$ cat src/rtl/i2cpm_pkg.sv
`timescale 1ns/1ps
package i2cpm_pkg;
    localparam int          BYTE_W    = 8;
    localparam logic [7:0]  MODE_PTR  = 8'h7A;
    localparam logic [7:0]  PORT_PTR  = 8'h7B;
    localparam int          MODE_DIR  = 7;     // mode bit selecting direct-port reads
    localparam logic [3:0]  SMP_RISE  = 4'd3;  // count value at the fourth SCL rise

    typedef enum logic [2:0] {
        ST_IDLE,
        ST_DEV,
        ST_WPTR,
        ST_WDAT,
        ST_ACK,
        ST_RDAT,
        ST_RACK,
        ST_WAIT
    } st_e;
endpackage

$ cat src/rtl/i2cpm_pin_sync.sv
`timescale 1ns/1ps
module i2cpm_pin_sync (
    input  logic clk,
    input  logic rst_n,
    input  logic scl_i,
    input  logic sda_i,
    output logic scl_s,
    output logic sda_s,
    output logic scl_rise,
    output logic scl_fall,
    output logic start_det,
    output logic stop_det
);
    logic [2:0] scl_q, sda_q;

    always_ff @(posedge clk or negedge rst_n) begin
        if (!rst_n) begin
            scl_q <= '1;
            sda_q <= '1;
        end else begin
            scl_q <= {scl_q[1:0], scl_i};
            sda_q <= {sda_q[1:0], sda_i};
        end
    end

    assign scl_s     = scl_q[1];
    assign sda_s     = sda_q[1];
    assign scl_rise  = scl_q[1] & ~scl_q[2];
    assign scl_fall  = ~scl_q[1] & scl_q[2];
    assign start_det = scl_q[1] & scl_q[2] & sda_q[2] & ~sda_q[1];
    assign stop_det  = scl_q[1] & scl_q[2] & ~sda_q[2] & sda_q[1];
endmodule

$ cat src/rtl/i2cpm_prog_timer.sv
`timescale 1ns/1ps
module i2cpm_prog_timer #(
    parameter int CYCLES = 5000
) (
    input  logic clk,
    input  logic rst_n,
    input  logic go,
    output logic busy
);
    localparam int CW = $clog2(CYCLES + 1);
    logic [CW-1:0] cnt_d, cnt_q;

    always_comb begin
        cnt_d = cnt_q;
        if (go)
            cnt_d = CW'(CYCLES);
        else if (cnt_q != '0)
            cnt_d = cnt_q - CW'(1);
    end

    always_ff @(posedge clk or negedge rst_n) begin
        if (!rst_n) cnt_q <= '0;
        else        cnt_q <= cnt_d;
    end

    assign busy = (cnt_q != '0);
endmodule

$ cat src/rtl/i2cpm_store.sv
`timescale 1ns/1ps
module i2cpm_store #(
    parameter int AW = 9,
    parameter int DW = 8
) (
    input  logic          clk,
    input  logic          we,
    input  logic [AW-1:0] waddr,
    input  logic [DW-1:0] wdata,
    input  logic [AW-1:0] raddr,
    output logic [DW-1:0] rdata
);
    localparam int DEPTH = 1 << AW;
    logic [DW-1:0] mem [DEPTH];

    always_ff @(posedge clk) begin
        if (we) mem[waddr] <= wdata;
    end

    assign rdata = mem[raddr];
endmodule

$ cat src/rtl/i2c_paged_mem.sv
`timescale 1ns/1ps
module i2c_paged_mem
    import i2cpm_pkg::*;
#(
    parameter logic [5:0] DEV_ID      = 6'b101000,
    parameter int         PROG_CYCLES = 5000,
    parameter int         ADDR_W      = 8
) (
    input  logic        clk,
    input  logic        rst_n,
    input  logic        scl_i,
    input  logic        sda_i,
    output logic        sda_oe_o,
    input  logic [7:0]  port_i
);
    localparam int MEM_AW = ADDR_W + 1;
    localparam logic [ADDR_W-1:0] MODE_A = ADDR_W'(MODE_PTR);
    localparam logic [ADDR_W-1:0] PORT_A = ADDR_W'(PORT_PTR);

    typedef struct packed {
        st_e               st;
        st_e               nxt;
        logic [3:0]        cnt;
        logic [7:0]        sh;
        logic [7:0]        tx;
        logic              oe;
        logic [ADDR_W-1:0] ptr;
        logic              page;
        logic              dirty;
        logic [7:0]        mode;
        logic [7:0]        cur_smp;
        logic [7:0]        hdr_smp;
        logic [7:0]        first_smp;
        logic              rd_first;
    } fsm_t;

    fsm_t d, q;

    logic scl_s, sda_s, scl_rise, scl_fall, start_det, stop_det;
    logic busy, prog_go, mem_we;
    logic [7:0] mem_rd, rd_byte;
    st_e        cur_st;
    logic [3:0] bit_cnt;

    i2cpm_pin_sync u_sync (
        .clk       (clk),
        .rst_n     (rst_n),
        .scl_i     (scl_i),
        .sda_i     (sda_i),
        .scl_s     (scl_s),
        .sda_s     (sda_s),
        .scl_rise  (scl_rise),
        .scl_fall  (scl_fall),
        .start_det (start_det),
        .stop_det  (stop_det)
    );

    i2cpm_prog_timer #(.CYCLES(PROG_CYCLES)) u_timer (
        .clk   (clk),
        .rst_n (rst_n),
        .go    (prog_go),
        .busy  (busy)
    );

    i2cpm_store #(.AW(MEM_AW), .DW(BYTE_W)) u_store (
        .clk   (clk),
        .we    (mem_we),
        .waddr ({q.page, q.ptr}),
        .wdata (q.sh),
        .raddr ({q.page, q.ptr}),
        .rdata (mem_rd)
    );

    // byte presented for the next read slot
    always_comb begin
        if (q.mode[MODE_DIR])
            rd_byte = q.rd_first ? q.first_smp : q.cur_smp;
        else if (!q.page && q.ptr == PORT_A)
            rd_byte = q.cur_smp;
        else if (!q.page && q.ptr == MODE_A)
            rd_byte = q.mode;
        else
            rd_byte = mem_rd;
    end

    always_comb begin
        d       = q;
        mem_we  = 1'b0;
        prog_go = 1'b0;
        if (start_det) begin
            d.st  = ST_DEV;
            d.cnt = '0;
            d.oe  = 1'b0;
        end else if (stop_det) begin
            d.st    = ST_IDLE;
            d.cnt   = '0;
            d.oe    = 1'b0;
            prog_go = q.dirty;
            d.dirty = 1'b0;
        end else begin
            if (scl_rise && q.cnt == SMP_RISE &&
                (q.st == ST_DEV || q.st == ST_WPTR || q.st == ST_WDAT || q.st == ST_RDAT))
                d.cur_smp = port_i;
            case (q.st)
                ST_DEV, ST_WPTR, ST_WDAT: begin
                    if (scl_rise) begin
                        d.sh  = {q.sh[6:0], sda_s};
                        d.cnt = q.cnt + 4'd1;
                    end else if (scl_fall && q.cnt == 4'd8) begin
                        d.cnt = '0;
                        d.st  = ST_ACK;
                        if (q.st == ST_DEV) begin
                            if (q.sh[7:2] == DEV_ID && !busy) begin
                                d.oe        = 1'b1;
                                d.first_smp = q.hdr_smp;
                                d.hdr_smp   = q.cur_smp;
                                d.rd_first  = 1'b1;
                                if (q.sh[0]) begin
                                    d.nxt = ST_RDAT;
                                end else begin
                                    d.nxt  = ST_WPTR;
                                    d.page = q.sh[1];
                                end
                            end else begin
                                d.st = ST_WAIT;
                            end
                        end else if (q.st == ST_WPTR) begin
                            d.ptr = q.sh[ADDR_W-1:0];
                            d.oe  = 1'b1;
                            d.nxt = ST_WDAT;
                        end else begin
                            if (!q.page && q.ptr == MODE_A)
                                d.mode = q.sh;
                            else
                                mem_we = 1'b1;
                            d.ptr   = q.ptr + ADDR_W'(1);
                            d.dirty = 1'b1;
                            d.oe    = 1'b1;
                            d.nxt   = ST_WDAT;
                        end
                    end
                end
                ST_ACK: begin
                    if (scl_fall) begin
                        d.oe  = 1'b0;
                        d.st  = q.nxt;
                        d.cnt = '0;
                        if (q.nxt == ST_RDAT) begin
                            d.tx       = rd_byte;
                            d.oe       = ~rd_byte[7];
                            d.ptr      = q.ptr + ADDR_W'(1);
                            d.rd_first = 1'b0;
                        end
                    end
                end
                ST_RDAT: begin
                    if (scl_fall) begin
                        d.cnt = q.cnt + 4'd1;
                        if (q.cnt == 4'd7) begin
                            d.st = ST_RACK;
                            d.oe = 1'b0;
                        end else begin
                            d.tx = {q.tx[6:0], 1'b0};
                            d.oe = ~q.tx[6];
                        end
                    end
                end
                ST_RACK: begin
                    if (scl_rise) begin
                        if (sda_s) d.st = ST_WAIT;
                    end else if (scl_fall) begin
                        d.st       = ST_RDAT;
                        d.cnt      = '0;
                        d.tx       = rd_byte;
                        d.oe       = ~rd_byte[7];
                        d.ptr      = q.ptr + ADDR_W'(1);
                        d.rd_first = 1'b0;
                    end
                end
                default: ;
            endcase
        end
    end

    always_ff @(posedge clk or negedge rst_n) begin
        if (!rst_n) q <= '0;
        else        q <= d;
    end

    assign sda_oe_o = q.oe;
    assign cur_st   = q.st;
    assign bit_cnt  = q.cnt;
endmodule

$ cat config.mk
export PLATFORM = sky130hd
export DESIGN_NAME = i2c_paged_mem
export DESIGN_NICKNAME = d
export VERILOG_FILES = /design/src/rtl/i2cpm_pkg.sv /design/src/rtl/i2cpm_pin_sync.sv /design/src/rtl/i2cpm_prog_timer.sv /design/src/rtl/i2cpm_store.sv /design/src/rtl/i2c_paged_mem.sv
export SDC_FILE = /design/constraint.sdc
export NUM_CORES = 2
export LEC_CHECK = 0
export BUFFER_PORTS_ARGS = -buffer_cell sky130_fd_sc_hd__buf_2
export CAP_MARGIN = 40
export CORE_MARGIN = 4
export CORE_UTILIZATION = 60
export DETAILED_ROUTE_END_ITERATION = 6
export PLACE_DENSITY = 0.76
export SLEW_MARGIN = 20
export SYNTH_ARGS = -nofsm -noshare
export SYNTH_HDL_FRONTEND = slang
export SYNTH_HIERARCHICAL = 1
export SYNTH_SLANG_ARGS = --single-unit
$ cat constraint.sdc
create_clock -name clk -period 25.7 [get_ports clk]
set_input_delay 7.71 -clock clk [delete_from_list [all_inputs] [get_ports clk]]
set_output_delay 7.71 -clock clk [all_outputs]
set_load 0.005 [all_outputs]
==> results.sh <==
export IMPL_grt_pass1_wl_mm=599
export IMPL_pwr_share_seq_pct=54.9
export IMPL_syn_nets=8489
export IMPL_cp_top_family="flip-flops"
export IMPL_power_frac_clock_pct=38.5
export IMPL_final_hold_violation_count=0
export IMPL_switchingPower_uw=3410
export IMPL_core_sq_mm=0.273
export IMPL_cpPeakStageDelay_ps=370
export IMPL_core_rowCount=192
export IMPL_clock_sinks=4184
export IMPL_synth_cell_area_sq_mm=0.165
export IMPL_grt_pass1_vias=86400
export IMPL_avgSynthCellArea_sq_um=19.4
export IMPL_yosys_most_used_dff="edfxtp_1"
export IMPL_place_inst=11700
export IMPL_fmax_ghz=0.109
export IMPL_endpoint_kind="primary output"
export IMPL_h_tree_depth=5
export IMPL_fin_crit_sh_pct=35.6
export IMPL_ys_async_sr_fraction_pct=2.10
export IMPL_port_buffers=12
export IMPL_fin_hold_ws_ps=410
export IMPL_place_gp_congestion=0.882
export IMPL_dieArea_sq_mm=0.283
export IMPL_drv_cap=0
export IMPL_p_comb_share_pct=6.7
export IMPL_cts_root_to_sink_buffers=4
export IMPL_grt_setup_unrepaired="false"
export IMPL_drtAntennaViolNets=0
export IMPL_report_final_slew_viol_count=0
export IMPL_cts_hold_buf=0
export IMPL_postPlaceCellArea_sq_mm=0.168
export IMPL_rr_worst_depth=18
export IMPL_p_int_uw=11800
export IMPL_vias=87900
export IMPL_fp_dieH_um=532
export IMPL_grtUsageMet2_pct=44.3
export IMPL_path_cells="buf_2"
export IMPL_fill_cells=16600
export IMPL_final_cells=12600
export IMPL_routed_wirelength_mm=413
export IMPL_total_leakage_power_uw=0.0543
export IMPL_cp_arrival_ps=1440
export IMPL_slew_headroom_pct=24.7
export IMPL_run_status="finished clean"
export IMPL_start_kind="flop"
export IMPL_grtUsageMet3_pct=6.71
export IMPL_fin_nets=8691
export IMPL_synth_edf_count=4096
export IMPL_finalSetupTns_ps=0
export IMPL_crit_fanout=2
export IMPL_sw_frac_of_total_pct=22.4
export IMPL_area_growth_pct=11.1
export IMPL_crit_type="reg -> out"
export IMPL_hold_depth=0
export IMPL_dp_slack_ps=16770
export IMPL_hold_class="reg -> reg"
export IMPL_pin_count=13
export IMPL_finClkSkew_ps=61.3
export IMPL_setup_viol_count_final=0
export IMPL_post_dp_hpwl_mm=243
export IMPL_clkTransAtPathRegs_ps=60
export IMPL_worstPathRequired_ps=17990
export IMPL_drc=0
export IMPL_cts_setup_buffers=0
export IMPL_cp_num_buf_inv=1
export IMPL_yosysUniqueCellTypes=84
export IMPL_cp_slowest_cell="dfrtp_1"
export IMPL_cts_tree="yes"
export IMPL_cp_num_cells=1
export IMPL_first_pass_iters=6
export IMPL_numCtsBuffers=407
export IMPL_wl_per_cell_um=32.8
export IMPL_initial_utilization_pct=60.2
export IMPL_tightest_slew_ps=1130
export IMPL_ir_drop_mv=0.104
export IMPL_fp_dieW_um=532
export IMPL_ys_seq_area_share_pct=76.1
export IMPL_track_usage_pct=28.7
export IMPL_cts_resized=0
export IMPL_via_per_inst=6.98
export IMPL_fin_crit_ps=9150
export IMPL_fin_area_sq_mm=0.183
export IMPL_overflow=0
export IMPL_synth_warnings=6
export IMPL_power_density_mw_per_mm2=83.1
export IMPL_cts_root_buf="clkbuf_16"
export IMPL_grt_antenna_before_repair=20
export IMPL_grt_use_met1_pct=40.1
export IMPL_synth_cells=8471
export IMPL_clock_latency_ps=920
export IMPL_ys_seq_elements=4184
export IMPL_grt_busiest_layer="met2"
export IMPL_grt_max_degree=218
export IMPL_final_layout_size_suffix_gt1_share_pct=18.6
export IMPL_fin_ws_ps=16550
export IMPL_drt_iter0_markers=13600
-- stage by stage --
stage | total power [uW] | util, %
2_1_floorplan | 9240 | -
3_3_place_gp | 9300 | 61.3
3_5_place_dp | 9420 | 61.6
4_1_cts | 15200 | 66.4
5_1_grt | 15600 | 66.9
6_report | 15200 | 66.9
-- cells by family (layout without fill, tap and decap cells) --
group / Yosys count / in the layout / synth area share (%)
AO/OA/AOI/OAI: 1095 / 1095 / 4.69
multiplexers: 1505 / 1505 / 14.2
adder cells (fa/ha/maj): 6 / 6 / 0.0456
buffers and inverters: 565 / 1084 / 1.93
flip-flops: 4184 / 4184 / 76.1
XOR/XNOR: 1 / 1 / 0.00532
other: 0 / 14 / 0
AND/OR/NAND/NOR: 1115 / 1115 / 3.07
-- final cells by class --
| type | count | area (sq um) | area share [%] |
|---|---|---|---|
| clock inverters | 238 | 2310 | 1.26 |
| diodes | 14 | 35.0 | 0.0192 |
| clock buffers | 488 | 10700 | 5.85 |
| flip-flops and latches | 4184 | 125000 | 68.5 |
| multi-input cells | 3722 | 36400 | 19.9 |
| repair buffers | 324 | 3560 | 1.95 |
| well taps | 3589 | 4490 | 2.46 |
| inverters | 34 | 135 | 0.0739 |
-- power by group through the flow --
stage          Sequential (uW)  Clock [uW]  Combinational, uW
2_1_floorplan             9190           0               51.7
3_3_place_gp              8530           0                767
3_5_place_dp              8530           0                890
4_1_cts                   8390        5900                890
5_1_grt                   8340        6220               1080
6_report                  8340        5850               1010
-- placed cells by master (no fill, tap or decap), types with 37 or more instances in the layout --
master | synthesis | layout
o21ai_0 | 129 | 129
a22oi_1 | 64 | 64
clkbuf_1 | 272 | 70
nor3_1 | 115 | 113
mux4_2 | 654 | 654
buf_16 | 0 | 37
edfxtp_1 | 4096 | 4096
clkbuf_16 | 0 | 415
nand2_1 | 135 | 121
clkinv_2 | 0 | 76
a21oi_1 | 212 | 212
mux2i_1 | 806 | 806
bufinv_16 | 0 | 41
mux2_2 | 39 | 39
o22ai_1 | 171 | 171
o221ai_1 | 379 | 379
nor2_1 | 617 | 617
dfrtp_1 | 82 | 69
nand3_1 | 49 | 45
buf_4 | 72 | 211
clkinv_1 | 0 | 88
-- path summary, 6_finish.rpt --
path / endpoint / slack [ps] / from
worst max-delay path: sda_oe_o / 16550 / sda_oe_o
worst min-delay path: u_sync/sda_q[1] / 410 / u_sync/sda_q[0]
worst max register to register: sda_oe_o / 17060 / q[35]
worst min register to register: u_sync/sda_q[1] / 410 / u_sync/sda_q[0]
max in group asynchronous: u_sync/scl_q[2] / 18140 / rst_n
min in group asynchronous: u_timer/cnt_q[1] / 6710 / rst_n
-- metal layers --
metal	part of all wire, %	wire [um]	vias up
met3	12	50700	1020
li1	-	-	35500
met1	36	147000	45200
met5	0.029	119	-
met2	47	196000	6075
met4	4.5	18500	16
-- synthesized netlist by cell type, types with 36 or more instances --
| master | n | area, sq um |
|---|---|---|
| nor4_1 | 39 | 244 |
| clkbuf_1 | 272 | 1020 |
| nand4_1 | 36 | 225 |
| edfxtp_1 | 4096 | 123000 |
| nand3_1 | 49 | 245 |
| buf_6 | 66 | 743 |
| buf_2 | 64 | 320 |
| buf_1 | 41 | 154 |
| mux2_2 | 39 | 439 |
| nand2_1 | 135 | 507 |
| o22ai_1 | 171 | 1070 |
| buf_4 | 72 | 541 |
| a21oi_1 | 212 | 1060 |
| mux2i_1 | 806 | 8070 |
| a22oi_1 | 64 | 480 |
| nor2_1 | 617 | 2320 |
| mux4_2 | 654 | 14700 |
| dfrtp_1 | 82 | 2050 |
| nor3_1 | 115 | 576 |
| o21ai_0 | 129 | 646 |
| o221ai_1 | 379 | 3320 |
-- registers in the layout, indices dropped and copies added (netlist names) --
register       flops
u_store/mem     4096
q                 61
u_timer/cnt_q     13
bit_cnt            4
cur_st             3
u_sync/scl_q       3
u_sync/sda_q       3
sda_oe_o           1
Power figures use the tool's default switching activity.
